--- config.mk ---
export PLATFORM = sky130hd
export DESIGN_NAME = touch_adc_reader
export DESIGN_NICKNAME = d
export VERILOG_FILES = /design/src/rtl/tar_pkg.sv /design/src/rtl/tar_sclk_gen.sv /design/src/rtl/tar_cmd_shifter.sv /design/src/rtl/tar_rsp_capture.sv /design/src/rtl/touch_adc_reader.sv
export SDC_FILE = /design/constraint.sdc
export NUM_CORES = 1
export LEC_CHECK = 0
export BUFFER_PORTS_ARGS = -buffer_cell sky130_fd_sc_hd__buf_2
export CORE_MARGIN = 2
export CORE_UTILIZATION = 50
export CTS_CLUSTER_DIAMETER = 200
export DETAILED_ROUTE_END_ITERATION = 16
export GPL_TIMING_DRIVEN = 0
export PLACE_DENSITY = 0.74
export SETUP_SLACK_MARGIN = 0.3
export SLEW_MARGIN = 25
export SYNTH_ARGS = -nofsm -noshare
export SYNTH_HDL_FRONTEND = slang
export SYNTH_SLANG_ARGS = --single-unit
--- constraint.sdc ---
create_clock -name clk -period 1.6 [get_ports clk]
set_input_delay 0.08 -clock clk [delete_from_list [all_inputs] [get_ports clk]]
set_output_delay 0.08 -clock clk [all_outputs]
set_load 0.05 [all_outputs]
--- src/rtl/tar_pkg.sv ---
package tar_pkg;
  typedef enum logic [1:0] {
    ST_IDLE = 2'd0,
    ST_RUN  = 2'd1,
    ST_GAP  = 2'd2
  } tar_state_e;
endpackage

--- src/rtl/tar_sclk_gen.sv ---
module tar_sclk_gen #(
  parameter int HALF_DIV = 2
) (
  input  logic clk,
  input  logic rst_n,
  input  logic run,
  output logic sclk,
  output logic rise,
  output logic fall
);
  localparam int CW = (HALF_DIV > 1) ? $clog2(HALF_DIV) : 1;

  logic [CW-1:0] cnt;
  logic          tick;

  assign tick = (cnt == CW'(HALF_DIV - 1));
  assign rise = run && tick && !sclk;
  assign fall = run && tick && sclk;

  always_ff @(posedge clk) begin
    if (!rst_n) begin
      cnt  <= '0;
      sclk <= 1'b0;
    end else if (!run) begin
      cnt  <= '0;
      sclk <= 1'b0;
    end else if (tick) begin
      cnt  <= '0;
      sclk <= ~sclk;
    end else begin
      cnt <= cnt + 1'b1;
    end
  end
endmodule

--- src/rtl/tar_cmd_shifter.sv ---
module tar_cmd_shifter #(
  parameter int CMD_W = 8
) (
  input  logic             clk,
  input  logic             rst_n,
  input  logic             load,
  input  logic [CMD_W-1:0] din,
  input  logic             shift,
  output logic             sdo
);
  logic [CMD_W-1:0] sr;

  always_ff @(posedge clk) begin
    if (!rst_n)      sr <= '0;
    else if (load)   sr <= din;
    else if (shift)  sr <= {sr[CMD_W-2:0], 1'b0};
  end

  assign sdo = sr[CMD_W-1];
endmodule

--- src/rtl/tar_rsp_capture.sv ---
module tar_rsp_capture #(
  parameter int RES_W = 12
) (
  input  logic             clk,
  input  logic             rst_n,
  input  logic             arm,
  input  logic             rise,
  input  logic             sdi,
  output logic             res_valid,
  output logic [RES_W-1:0] res_data
);
  localparam int NW = $clog2(RES_W + 1);

  logic [RES_W-1:0] sr;
  logic [NW-1:0]    cnt;
  logic             active;

  always_ff @(posedge clk) begin
    if (!rst_n) begin
      sr        <= '0;
      cnt       <= '0;
      active    <= 1'b0;
      res_valid <= 1'b0;
      res_data  <= '0;
    end else begin
      res_valid <= 1'b0;
      if (arm) begin
        // busy-slot sample is dropped here
        active <= 1'b1;
        cnt    <= '0;
      end else if (rise && active) begin
        sr  <= {sr[RES_W-2:0], sdi};
        cnt <= cnt + 1'b1;
        if (cnt == NW'(RES_W - 1)) begin
          active    <= 1'b0;
          res_valid <= 1'b1;
          res_data  <= {sr[RES_W-2:0], sdi};
        end
      end
    end
  end

  assert_valid_pulse_R7: assert property (@(posedge clk) disable iff (!rst_n)
    res_valid |=> !res_valid);

  // windows of successive reads never overlap
  assert_no_rearm_R6: assert property (@(posedge clk) disable iff (!rst_n)
    arm |-> !active);
endmodule

--- src/rtl/touch_adc_reader.sv ---
module touch_adc_reader #(
  parameter int CMD_W    = 8,
  parameter int RES_W    = 12,
  parameter int HALF_DIV = 2,
  parameter int OVL_CLKS = 15
) (
  input  logic             clk,
  input  logic             rst_n,
  input  logic             cmd_valid,
  output logic             cmd_ready,
  input  logic [CMD_W-1:0] cmd_data,
  input  logic             cont_mode,
  output logic             res_valid,
  output logic [RES_W-1:0] res_data,
  output logic             cs_n,
  output logic             sclk,
  output logic             sdo,
  input  logic             sdi
);
  import tar_pkg::*;

  localparam int WORD_W     = RES_W + 4;
  localparam int FRAME_LAST = CMD_W + WORD_W - 1;
  localparam int OVL_LAST   = OVL_CLKS - 1;
  localparam int PW         = $clog2(CMD_W + WORD_W);
  localparam int GAP_CYC    = 2 * HALF_DIV;
  localparam int GCW        = $clog2(GAP_CYC) + 1;
  localparam int HCW        = $clog2(GAP_CYC + 2) + 1;

  tar_state_e     state;
  logic [PW-1:0]  pos;
  logic [GCW-1:0] gap_cnt;
  logic           run, rise, fall, at_handoff, load, arm;
  logic [HCW-1:0] cs_hi_cnt;

  assign run        = (state == ST_RUN);
  assign cs_n       = !run;
  assign at_handoff = run && fall && cont_mode && (pos == PW'(OVL_LAST));
  assign cmd_ready  = (state == ST_IDLE) || at_handoff;
  assign load       = cmd_valid && cmd_ready;
  assign arm        = rise && (pos == PW'(CMD_W));

  tar_sclk_gen #(.HALF_DIV(HALF_DIV)) u_clkgen (
    .clk(clk), .rst_n(rst_n), .run(run),
    .sclk(sclk), .rise(rise), .fall(fall)
  );

  tar_cmd_shifter #(.CMD_W(CMD_W)) u_cmd (
    .clk(clk), .rst_n(rst_n), .load(load), .din(cmd_data),
    .shift(fall), .sdo(sdo)
  );

  tar_rsp_capture #(.RES_W(RES_W)) u_rsp (
    .clk(clk), .rst_n(rst_n), .arm(arm), .rise(rise), .sdi(sdi),
    .res_valid(res_valid), .res_data(res_data)
  );

  always_ff @(posedge clk) begin
    if (!rst_n) begin
      state   <= ST_IDLE;
      pos     <= '0;
      gap_cnt <= '0;
    end else begin
      case (state)
        ST_IDLE: if (cmd_valid) begin
          state <= ST_RUN;
          pos   <= '0;
        end
        ST_RUN: if (fall) begin
          if (load) begin
            pos <= '0;
          end else if (pos == PW'(FRAME_LAST)) begin
            state   <= ST_GAP;
            gap_cnt <= '0;
          end else begin
            pos <= pos + 1'b1;
          end
        end
        ST_GAP: begin
          if (gap_cnt == GCW'(GAP_CYC - 1)) state <= ST_IDLE;
          else gap_cnt <= gap_cnt + 1'b1;
        end
        default: state <= ST_IDLE;
      endcase
    end
  end

  // high-time counter of select, saturating, used to guard the idle gap
  always_ff @(posedge clk) begin
    if (!rst_n)                         cs_hi_cnt <= HCW'(GAP_CYC);
    else if (!cs_n)                     cs_hi_cnt <= '0;
    else if (cs_hi_cnt < HCW'(GAP_CYC)) cs_hi_cnt <= cs_hi_cnt + 1'b1;
  end

  assert_sclk_idle_R1: assert property (@(posedge clk) disable iff (!rst_n)
    cs_n |-> !sclk);

  assert_sdo_stable_R2: assert property (@(posedge clk) disable iff (!rst_n)
    (!cs_n && sclk && $past(sclk)) |-> $stable(sdo));

  assert_cs_gap_R5: assert property (@(posedge clk) disable iff (!rst_n)
    $fell(cs_n) |-> (cs_hi_cnt >= HCW'(GAP_CYC)));

  assert_valid_in_frame_R7: assert property (@(posedge clk) disable iff (!rst_n)
    res_valid |-> !cs_n);
endmodule

# == Word level (Yosys, flattened, before mapping) ==
# Cells that the tools add are included.
# totals
latch_bits,0
ram_bits,0
memories,0
mem_bits_ro,0
ff_bits,49
# op_classes
bitwise_logic,5
multipliers,0
eq_ne,14
reduce_logical,28
muxes,22
shift,0
addsub,4
n_div,0
n_lt_le_gt_ge,0
# op_table
cell,count
$mux 5,4
$mux 8,2
$mux 3,4
$eq 5x4->1 const B,2
$mux 2,5
$pmux 5 s2,1
$reduce_and 5->1,2
$reduce_bool 2->1,5
$logic_and 1x1->1,9
$ne 2x2->1 const B,4
$pmux 2 s3,1
$pmux 3 s2,1
$reduce_and 2->1,3
$reduce_or 3->1,2
$add 5x1->5 const B,1
$eq 5x5->1 const B,1
$not 1->1,5
$add 4x1->4 const B,1
$eq 4x4->1 const B,1
$mux 1,4
$ne 2x1->1 const B,2
$reduce_and 4->1,1
$add 3x1->3 const B,1
$eq 3x2->1 const B,1
9 further kinds,10

# == Logic depth before layout (Yosys ltp) ==
# Gate-level depths: netlist (run 1).
# logic_depth
ltp_word,11
ltp_mapped,7

# == Modules after synthesis ==
# A second synthesis (run 1) with hierarchy kept.
# hier_totals
hier_cells,232
area_unflattened_um2,2293.4
# modules_own_cells
module,cells_per_inst,seq_area_each_um2,instances,area_each_um2
tar_rsp_capture,114,580.6,1,1136.1
touch_adc_reader,74,200.2,1,663.1
tar_cmd_shifter,35,160.2,1,419.2
tar_sclk_gen,9,40.0,1,75.1

# == Least setup slack after synthesis (run 1) ==
# OpenSTA, ideal clock, no wires.
# synth_path
path_kind,register to output
start,register u_clkgen.sclk
end,output port cmd_ready
path_stages_with_launch,4
arrival_time_ns,1.817
t_required_ns,1.520
path_slack_ns,-0.297
path_cell_list,dfxtp_1 > nand2_1 > o31a_1 > nor2_1
# synth_between
elab_chain_len,5
# synth_rtl
element,line,rtl
from (decl),tar_sclk_gen.sv:7,"output logic sclk,"
from (signal assigned),tar_sclk_gen.sv:29,sclk <= ~sclk;
$logic_and 1x1->1,tar_sclk_gen.sv:18,assign fall = run && tick && sclk;
$logic_and 1x1->1 (3 in series),touch_adc_reader.sv:38,assign at_handoff = run && fall && cont_mode && (pos == PW'(OVL_LAST));
$logic_or 1x1->1,touch_adc_reader.sv:39,assign cmd_ready = (state == ST_IDLE) || at_handoff;
to (decl),touch_adc_reader.sv:10,"output logic cmd_ready,"
# Every way passes these cells.

# == Worst setup path after layout (run 1) ==
# layout_path
start,register state[0]
end,register u_rsp.res_data[11]
# layout_between
elab_chain_len,6
# layout_rtl
element,line,rtl
from (decl),touch_adc_reader.sv:30,tar_state_e state;
from (signal assigned),touch_adc_reader.sv:60,state <= ST_IDLE;
from (signal assigned),touch_adc_reader.sv:66,state <= ST_RUN;
from (signal assigned),touch_adc_reader.sv:73,state <= ST_GAP;
$eq 2x1->1 *,touch_adc_reader.sv:36,assign run = (state == ST_RUN);
$logic_and 1x1->1 * (2 in series),tar_sclk_gen.sv:17,assign rise = run && tick && !sclk;
$logic_and 1x1->1,touch_adc_reader.sv:41,assign arm = rise && (pos == PW'(CMD_W));
$not 1->1 (no line),n/a,
$reduce_and 3->1 (no line) *,n/a,
to (signal assigned),tar_rsp_capture.sv:37,"res_data <= {sr[RES_W-2:0], sdi};"
to (decl),tar_rsp_capture.sv:10,output logic [RES_W-1:0] res_data
# Mark *: on every way between the ends. The rest lies on a longest branch, timed or not.
# A chain may end at the register's enable or synchronous reset.

==> results of run 1 <==
## worst paths after layout
| check | startpoint | endpoint | slack [ns] | cells past startpoint |
|---|---|---|---|---|
| worst max-delay path | state[0] | u_rsp.res_data[11] | -0.08 | 7 |
| worst min-delay path | sdi | u_rsp.res_data[0] | 0.003 | 2 |
| worst max register to register | state[0] | u_rsp.res_data[11] | -0.08 | 7 |
| worst min register to register | gap_cnt[2] | gap_cnt[2] | 0.46 | 2 |
## Yosys cell counts (all sizes together)
cell	number	area [µm²]
a21boi	3	22.5
a21oi	2	10.0
a221o	1	10.0
a22o	13	114
a2bb2oi	1	8.76
and3	1	6.26
and3b	1	8.76
and4b	1	10.0
and4bb	2	25.0
buf	8	53.8
clkbuf	3	11.3
dfxtp	49	981
ha	6	75.1
inv	4	15.0
mux2i	19	190
nand2	11	41.3
nand2b	5	31.3
nand3	10	62.6
nand3b	3	22.5
nand4	1	6.26
nand4b	2	17.5
nor2	7	26.3
nor2b	14	87.6
nor3	3	20.0
nor3b	1	7.51
nor4b	1	8.76
o211a	7	70.1
o21ai	8	40.0
o221a	1	11.3
o22a	1	8.76
o22ai	1	6.26
o311ai	1	8.76
o31a	1	8.76
o31ai	1	7.51
o41a	1	11.3
or2	1	6.26
or3	3	18.8
or3b	1	8.76
xnor2	2	17.5
xor2	2	17.5
## power by group through the flow
stage	Combinational [W]	Sequential (W)	Clock (W)
CTS	0.000180	0.00124	0.000773
finish	0.000192	0.00124	0.000759
floorplan	0.000100	0.00128	0
global placement	0.000150	0.00127	0
detailed placement	0.000153	0.00127	0
global route	0.000209	0.00125	0.000824
## metal layers
layer	part of all wire [%]	vias to the layer above	GRT usage (%)
li1	-	871	-
met1	45	843	26.5
met2	49	44	30.8
met3	4.3	6	3.80
met4	1.2	0	7.84
met5	0	-	0
## cell type report
class / count / area (µm²)
multi-input cells: 139 / 1210
fillers: 289 / 1110
flip-flops and latches: 49 / 1000
repair buffers: 58 / 437
plain buffers: 11 / 95.1
clock buffers: 5 / 68.8
well taps: 50 / 62.6
clock inverters: 3 / 25.0
inverters: 4 / 17.5
## per-stage QoR
step                worst slack [ns]  setup TNS, ns  instances  hold WS (ns)  total power (W)
floorplan                    -0.0730         -0.831        203         0.213          0.00138
global placement              -0.198          -3.17        282         0.320          0.00142
detailed placement            -0.176          -3.24        282         0.322          0.00143
CTS                          -0.0864         -0.977        316       0.00358          0.00220
global route                  -0.168          -4.10        319       0.00899          0.00228
finish                       -0.0838          -1.64        319       0.00341          0.00220
## cell families (layout without fill, tap and decap cells)
kind of cell / after synthesis / after routing / synth area share [%]
AND/OR/NAND/NOR: 68 / 68 / 19.6
XOR/XNOR: 4 / 4 / 1.66
AO/OA/AOI/OAI: 42 / 42 / 16.0
adder cells (fa/ha/maj): 6 / 6 / 3.55
multiplexers: 19 / 19 / 8.99
buffers and inverters: 15 / 81 / 3.79
flip-flops: 49 / 49 / 46.4
## flip-flops by register name, indices dropped and copies added, names as in the netlist
name and count:
u_rsp.active 1, u_rsp.cnt 4, u_rsp.res_data 12, u_clkgen.sclk 1, u_clkgen.cnt 1, gap_cnt 3
u_rsp.sr 11, u_rsp.res_valid 1, state 2, u_cmd.sr 8, pos 5
## placed cells by master, fill, tap and decap left out, types with 3 or more instances in the layout
cell / netlist / final
ha_1: 6 / 3
mux2i_1: 19 / 18
dfxtp_1: 49 / 42
buf_6: 1 / 20
a21boi_1: 1 / 3
nor3_4: 0 / 3
nand2b_4: 0 / 3
nand3b_1: 3 / 3
nor2b_1: 14 / 14
clkbuf_8: 0 / 5
buf_4: 3 / 16
o211a_1: 7 / 7
a22o_1: 13 / 13
buf_2: 4 / 28
dfxtp_4: 0 / 4
nand2_1: 11 / 10
nor2_1: 7 / 5
o21ai_0: 8 / 7
clkbuf_1: 3 / 3
dfxtp_2: 0 / 3
nand3_1: 9 / 8
## critical path, stage by stage, from the launching register on
cell and delay, ns:
dfxtp_2 0.33, buf_6 0.09, and4bb_1 0.21, buf_6 0.11
nand3_4 0.07, o41a_1 0.43, buf_6 0.15, a22o_1 0.19
## repair_timing
| item | 4_1_cts | 5_1_grt |
|---|---|---|
| pin swaps | 14 | 6 |
| setup buffers | 23 | 3 |
| hold buffers | 0 | 0 |
| gates cloned | 3 | 0 |
| endpoints found under the setup margin | 42 | 49 |
| gates resized for setup | 29 | 17 |
==> metrics, run 1 <==
Mapped Area 0.00211 mm²; post-detailed-route count of antenna-violating nets 0; register share of total power 56.7%; transition time at the pin with the least slew margin 0.464 ns; setup repair after global routing missed its margin true; Worst Path Max Fanout 5; DIE WIDTH 69.0 µm; master cell of the clock root buffer clkbuf_8; nets@finish 287; Initial Utilization 52.5%; Clock H-tree levels 2; leakage component of the power 1.34 nW; average footprint of a synthesized cell 10.4 µm²; Syn Inst Count 203; total routing resource utilization after global routing 19.6%; normalized max-slew margin 68.6%; Starting DRT DRC Count 87; DIE HEIGHT 69.0 µm; fraction of power spent switching nets 25.2%; min-delay worst type input pin to register; insertion delay of the later-clocked pin in the worst-skew pair 0.31 ns; mean routed wirelength per cell 15.4 µm; final global-route overflow total 0; VDD IR-drop max 0.662 mV; fin. max-slew vios 0; part of the power in the clock network 34.6%; Final HPWL DP 2.83 mm; nets in the synthesized netlist 222; die area 0.00477 mm²; clock tree from TritonCTS done; violations in the final reports negative setup slack; Area Growth Syn to Fin 38.0%; via count of the first global-routing pass 1680; Routed WL 4.91 mm; power dissipated by switching net loads 0.000553 W; largest net degree at the start of global routing 18; max_cap viols 0; detailed-route vias per instance 5.53; ports placed on the boundary 30; Worst Setup Start Kind register; via count 1764; initial antenna violation count 0; count of final setup violators 35; PwrDens 752 mW/mm²; clock period minus final worst setup slack 1.68 ns; share of post-route cells with drive strength above 1 40.1%; Row Count 23; Remaining DRCs 0; internal cell power 0.00164 W; final worst path period share 105%; quantity of I/O buffers inserted on ports 29; post-synthesis sequential area ratio 46.4%; Layout Cell Area excl Fill 0.00292 mm²; clock net sink count 49; clock-pin slew on the worst setup and hold paths 0.10 ns; Max Clock Freq 594 MHz; Comb pwr share 8.8%; final weighted congestion in routability-driven placement 0.724; Inserted Diodes 0; setup skew after layout 0.00733 ns; buffer depth of the longest clock path 2; first-pass GRT wire length 7.74 mm; required time of the worst setup path 1.80 ns; count of distinct cell types in the synthesized netlist 46; outcome complete, but fails checks; Post-DP Area 0.00242 mm²; number of hold-slack violations in the final timing report 0; data arrival time of the critical path 1.89 ns; cts bufs inserted 5; Finished Core Util 72.4%; nature of the critical path endpoint register; number of iterations in the first detailed-routing pass 4; flip-flop and latch count after synthesis 49; number of warnings printed during yosys synthesis 0; Core Area 0.00403 mm²; worst path setup slack after routing -0.0838 ns; category of the critical setup timing path register to register
Power figures use the tool's default switching activity.
==> inputs of run 2 (changes only) <==
--- a/config.mk
+++ b/config.mk
@@ -10,9 +10,10 @@
 export CORE_UTILIZATION = 50
 export CTS_CLUSTER_DIAMETER = 200
 export DETAILED_ROUTE_END_ITERATION = 16
+export GPL_ROUTABILITY_DRIVEN = 0
 export GPL_TIMING_DRIVEN = 0
 export PLACE_DENSITY = 0.74
-export SETUP_SLACK_MARGIN = 0.3
+export SETUP_SLACK_MARGIN = 0.2
 export SLEW_MARGIN = 25
 export SYNTH_ARGS = -nofsm -noshare
 export SYNTH_HDL_FRONTEND = slang
==> run 2 against run 1 <==
Net effect:
- the flow still finishes with violations (negative setup slack)
- utilization decreased by 3.4 points
- clock power decreased by 1%
- wire length decreased by 9.6%
- sequential power about the same
- non-clock buffer count decreased by 7
- critical path depth decreased by 1
- hold slack improved by 0.013 ns
- worst setup slack got worse by 0.033 ns
- power decreased by 1.4%
- critical endpoint is now u_rsp.res_data[2]
- largest cell class unchanged
==> metrics, run 2 (synthesis gave the netlist of run 1 again) <==
outcome complete, but fails checks; violations in the final reports negative setup slack; clock period minus final worst setup slack 1.72 ns; master cell of the clock root buffer clkbuf_8; share of post-route cells with drive strength above 1 35.5%; worst hold path depth 2; initial antenna violation count 0; mean routed wirelength per cell 14.2 µm; leakage component of the power 1.27 nW; number of iterations in the first detailed-routing pass 6; DIE HEIGHT 69.0 µm; min-delay worst type input pin to register; largest net degree at the start of global routing 18; DIE WIDTH 69.0 µm; ports placed on the boundary 30; cts bufs inserted 5; Remaining DRCs 0; Max Clock Freq 582 MHz; highest-count cells in the layout ignoring fill and taps dfxtp_1, buf_2, mux2i_1; Biggest register u_rsp.res_data; worst path setup slack after routing -0.117 ns; post-detailed-route count of antenna-violating nets 0; insertion delay of the later-clocked pin in the worst-skew pair 0.29 ns; part of the power in the clock network 34.6%; internal cell power 0.00163 W; buffer depth of the longest clock path 2; required time of the worst setup path 1.80 ns; filler instances 312; category of the critical setup timing path register to register; setup slack of the most critical reg-to-reg path -0.12 ns; Inserted Diodes 0; via count 1660; nature of the critical path endpoint register; Starting DRT DRC Count 82; final worst path period share 107%; transition time at the pin with the least slew margin 0.449 ns; Area Growth Syn to Fin 31.5%; most common cell after layout, fill and taps aside dfxtp_1; count of final setup violators 22; fraction of power spent switching nets 24.6%; clock-pin slew on the worst setup and hold paths 0.09 ns; Clock H-tree levels 2; number of hold-slack violations in the final timing report 0; met3 GRT Util 3.65%; WHS 0.0167 ns; final global-route overflow total 0; clock net sink count 49; die area 0.00477 mm²; fin. max-slew vios 0; Comb pwr share 8.0%; final-layout setup total negative slack -1.90 ns; area of the multi-input gates 0.00116 mm²; clock tree from TritonCTS done; total routing resource utilization after global routing 18.8%; Row Count 23; PwrDens 778 mW/mm²; Worst Setup Start Kind register; Final HPWL DP 2.78 mm; data arrival time of the critical path 1.91 ns; Initial Utilization 52.5%; power dissipated by switching net loads 0.000533 W; register share of total power 57.4%; normalized max-slew margin 70.1%; quantity of I/O buffers inserted on ports 29; VDD IR-drop max 0.573 mV; Reg area 0.00100 mm²; nets@finish 280; met1 demand-to-capacity share in global routing 25.2%; Routed WL 4.44 mm; detailed-route vias per instance 5.32; first-pass GRT wire length 7.47 mm; largest registers ranked by flip-flop count u_rsp.res_data: 12 flops, u_rsp.sr: 11 flops, u_cmd.sr: 8 flops; number of cells on the worst reg-to-reg path 6; max_cap viols 0; via count of the first global-routing pass 1638; setup skew after layout 0.00276 ns; number of flip-flops in the largest register 12; Core Area 0.00403 mm²; layer with the highest usage after global routing met2; met2 Track Usage GR 30.7%; Hold-fix buffers, CTS 0; setup repair after global routing missed its margin true; Worst Path Max Fanout 5
==> run 2: changes by cell type in the layout (fill, tap and decap cells not counted), moves of 2 or more <==
cell	before	now
nand2b_1	2	4
nor3_4	3	1
nand2b_4	3	1
nor3_2	0	2
buf_6	20	14
buf_4	16	14
==> run 2: metrics by stage <==
step	setup slack (ns)	cell area (µm²)	total power [W]	cells	utilization (%)
3_5_place_dp	-0.221	2410	0.00142	282	59.9
5_1_grt	-0.178	2780	0.00226	312	69.0
3_3_place_gp	-0.222	2410	0.00142	282	59.9
6_report	-0.117	2780	0.00216	312	69.0
4_1_cts	-0.152	2750	0.00218	311	68.2
2_1_floorplan	-0.0730	2210	0.00138	203	-
==> run 2: layer usage <==
layer  wire (µm)  up-vias  share of wire (%)
met4          47        0                1.1
met5           0        -                  0
met1        2140      756                 48
li1            -      856                  -
met2        2080       42                 47
met3         160        6                3.6
==> run 2: worst max-delay path, stage by stage (launching register included) <==
cell      delay (ns)
dfxtp_4         0.38
inv_4           0.05
ha_4            0.14
and4bb_2        0.25
o41a_1          0.45
buf_4           0.18
a22o_1          0.17
==> run 2: area by class of cell <==
class                      count  share of cell area [%]
multi-input combinational    139                    41.7
clock inverter                 3                   0.900
clock buffer                   5                    2.47
timing repair buffer          51                    12.8
sequential                    49                    36.0
buffer                        11                    3.28
tap                           50                    2.25
inverter                       4                   0.630
==> run 2: final timing paths <==
kind	startpoint	endpoint
worst min-delay path	cmd_data[2]	u_cmd.sr[2]
worst max-delay path	pos[0]	u_rsp.res_data[2]
worst min register to register	u_rsp.res_data[0]	u_rsp.res_data[0]
worst max register to register	pos[0]	u_rsp.res_data[2]
==> run 2: power by group through the flow <==
| stage | Combinational (W) | Sequential, W | Clock, W |
|---|---|---|---|
| floorplan | 0.000100 | 0.00128 | 0 |
| global placement | 0.000150 | 0.00127 | 0 |
| detailed placement | 0.000151 | 0.00127 | 0 |
| CTS | 0.000170 | 0.00124 | 0.000772 |
| global route | 0.000188 | 0.00125 | 0.000820 |
| finish | 0.000173 | 0.00124 | 0.000749 |
==> run 2: timing repair <==
action,4_1_cts,5_1_grt
setup endpoints to repair,42,44
buffers inserted,19,1
cloned,2,0
gates resized for setup,23,5
pin swaps,9,7
==> inputs of run 3 (changes only) <==
--- a/config.mk
+++ b/config.mk
@@ -5,14 +5,15 @@
 export SDC_FILE = /design/constraint.sdc
 export NUM_CORES = 1
 export LEC_CHECK = 0
+export ABC_AREA = 1
 export BUFFER_PORTS_ARGS = -buffer_cell sky130_fd_sc_hd__buf_2
 export CORE_MARGIN = 2
-export CORE_UTILIZATION = 50
+export CORE_UTILIZATION = 51
 export CTS_CLUSTER_DIAMETER = 200
 export DETAILED_ROUTE_END_ITERATION = 16
 export GPL_ROUTABILITY_DRIVEN = 0
 export GPL_TIMING_DRIVEN = 0
-export PLACE_DENSITY = 0.74
+export PLACE_DENSITY = 0.75
 export SETUP_SLACK_MARGIN = 0.2
 export SLEW_MARGIN = 25
 export SYNTH_ARGS = -nofsm -noshare
==> run 3 against run 2 <==
Net effect:
- the flow now finishes without violations
- sequential cell count unchanged
- final cell count rose by 26%
- die area up 0.67%
- clock skew rose by 0.0085 ns
- fmax is 16% higher
- synthesized cell count grew 43%
- utilization up 1.9 points
- power rose by 9.2%
- synthesized area up 2.7%
- global-route usage rose by 0.38 points
- count of clock-buffer cells in the layout did not move
- worst setup slack improved by 0.24 ns
- critical path type unchanged
- critical endpoint is now pos[4]
==> metrics, run 3 <==
normalized max-slew margin 64.5%; number of iterations in the first detailed-routing pass 4; Reg area 0.00100 mm²; final global-route overflow total 0; dominant cells by area after synthesis dfxtp_1, nand2_1, nor2_1, o21ai_0, nand3_1; number of warnings printed during yosys synthesis 0; Syn Inst Count 290; Remaining DRCs 0; die area 0.00480 mm²; Clock H-tree levels 2; most common cell after layout, fill and taps aside nand2_1; worst reg2reg startpoint pos[0]; Max Clock Freq 677 MHz; transition time at the pin with the least slew margin 0.533 ns; Async SR Flop Fraction 0%; share of synthesized cell area in full adder, half adder and majority cells 3.46%; quantity of I/O buffers inserted on ports 29; clock net sink count 49; insertion delay of the later-clocked pin in the worst-skew pair 0.31 ns; PwrDens 820 mW/mm²; ordered list of cells on the worst path inv_4 > ha_4 > nand3_4 > nor2_4 > nand2_4 > nand2_8 > nand2_8 > o21ai_4 > nand2_1 > nand2_1 > nor2_1; average footprint of a synthesized cell 7.49 µm²; CP Capture Point pos[4]; highest-count cells in the layout ignoring fill and taps nand2_1, dfxtp_1, nor2_1, buf_2; simple-gate portion of the synthesized area 30.8%; min-delay worst type input pin to register; mux contribution to synthesized area 0%; first-pass GRT wire length 7.72 mm; Worst Path Max Fanout 8; via count 2024; fraction of post-synthesis cell area in the top cell type by area 45.2%; Post-Place Worst Slack 0.0821 ns; cts bufs inserted 5; largest family of logic cells by synthesized area simple AND/OR/NAND/NOR gates; clock-pin slew on the worst setup and hold paths 0.09 ns; Crit. Startpoint pos[0]; most used standard cell by instance count after synthesis nand2_1; count of final setup violators 0; post-synthesis sequential area ratio 45.2%; post-detailed-route count of antenna-violating nets 0; fin. max-slew vios 0; Starting DRT DRC Count 102; via count of the first global-routing pass 1801; nets in the synthesized netlist 309; crit-path leading delay family simple AND/OR/NAND/NOR gates; mean routed wirelength per cell 12.0 µm; max_cap viols 0; post-synthesis compound-gate area fraction 12.0%; Mapped Area 0.00217 mm²; final-layout setup total negative slack 0 ns; number of hold-slack violations in the final timing report 0; predominant post-synthesis flop cell dfxtp_1; setup skew after layout 0.0113 ns; nature of the critical path endpoint register; clock period minus final worst setup slack 1.48 ns; required time of the worst setup path 1.80 ns; nets@finish 362; Inserted Diodes 0; Area Growth Syn to Fin 32.6%; cell type contributing the most total cell area after synthesis dfxtp_1; VDD IR-drop max 0.690 mV; Biggest register u_rsp.res_data; area of the multi-input gates 0.00121 mm²; filler instances 346; xor and xnor fraction of the mapped netlist area 0.403%; setup repair after global routing missed its margin true; max incr delay on CP 0.36 ns; number of flip-flops in the largest register 12; flip-flop and latch count after synthesis 49; data arrival time of the critical path 1.68 ns; DIE WIDTH 69.3 µm; most frequent cells after synthesis nand2_1, dfxtp_1, nor2_1; total routing resource utilization after global routing 19.2%; number of cells on the worst reg-to-reg path 11; leakage component of the power 1.33 nW; outcome finished clean; worst path bufs/invs 1; Worst Setup Start Kind register; count of distinct cell types in the synthesized netlist 28; clock tree from TritonCTS done; worst path setup slack after routing 0.122 ns; slowest stage cell on the critical path dfxtp_4; share of post-route cells with drive strength above 1 31.1%; largest registers ranked by flip-flop count u_rsp.res_data: 12 flops, u_rsp.sr: 11 flops, u_cmd.sr: 8 flops; Initial Utilization 53.5%; final worst path period share 92.4%; largest net degree at the start of global routing 18; number of enable flip-flop cells after synthesis 0; category of the critical setup timing path register to register; Row Count 23; buffer depth of the longest clock path 2; endpoint of the most critical register-to-register path pos[4]; ports placed on the boundary 30; initial antenna violation count 0; stages on the worst setup path 11; DIE HEIGHT 69.3 µm; Core Area 0.00406 mm²; detailed-route vias per instance 5.14; Routed WL 4.74 mm; Final HPWL DP 3.07 mm; master cell of the clock root buffer clkbuf_8; setup slack of the most critical reg-to-reg path 0.12 ns
==> run 3: worst reg2reg max path, stage by stage (launching register included) <==
cell,delay (ns)
dfxtp_4,0.36
inv_4,0.08
ha_4,0.13
nand3_4,0.07
nor2_4,0.10
nand2_4,0.08
nand2_8,0.10
nand2_8,0.08
o21ai_4,0.12
nand2_1,0.10
nand2_1,0.10
nor2_1,0.06
==> run 3: what timing repair did <==
item	4_1_cts	5_1_grt
gates cloned	1	2
buffers inserted	5	5
endpoints found under the hold margin	4	0
pin swaps	8	8
hold buffers	4	0
resized for setup	22	36
setup endpoints to repair	36	42
==> run 3: area by class of cell <==
cell class | count | share of cell area, %
repair buffers | 45 | 10.8
multi-input cells | 202 | 42.0
inverters | 31 | 4.74
clock buffers | 5 | 2.39
flip-flops and latches | 49 | 34.8
well taps | 50 | 2.17
clock inverters | 3 | 0.825
plain buffers | 9 | 2.35
==> run 3: worst min path at each step <==
stage           startpoint                 to  cells past startpoint
2_1_floorplan          sdi  u_rsp.res_data[0]                      2
3_3_place_gp           sdi  u_rsp.res_data[0]                      3
3_5_place_dp           sdi  u_rsp.res_data[0]                      3
4_1_cts        cmd_data[6]        u_cmd.sr[6]                      3
5_1_grt        cmd_data[6]        u_cmd.sr[6]                      3
6_report       cmd_data[0]        u_cmd.sr[0]                      3
==> run 3: layer usage <==
metal  vias to the layer above  global-route usage, %  routed length, µm
met4                         0                   7.84                120
met3                        15                   3.78                170
met2                        40                   32.2               2280
met5                         -                      0                  0
met1                       928                   24.2               2170
li1                       1041                      -                  -
==> run 3: logic make-up after synthesis <==
group | Yosys count
adder cells (fa/ha/maj) | 6
XOR/XNOR | 1
flip-flops | 49
AO/OA/AOI/OAI | 48
buffers and inverters | 40
AND/OR/NAND/NOR | 146
==> run 3: power by group <==
group          internal [W]  total [W]  switching [W]
sequential          0.00125    0.00128      0.0000337
combinational      0.000133   0.000325       0.000192
clock              0.000317   0.000755       0.000438
total               0.00170    0.00236       0.000664
==> run 3: per-stage QoR <==
step	util, %	cells	area (µm²)	power [W]	hold WS [ns]
global route	71.0	394	2880	0.00246	0.0323
finish	71.0	394	2880	0.00236	0.0100
global placement	60.8	369	2470	0.00154	0.298
floorplan	-	290	2260	0.00148	0.183
detailed placement	60.8	369	2470	0.00154	0.297
CTS	66.8	387	2710	0.00232	0.00144
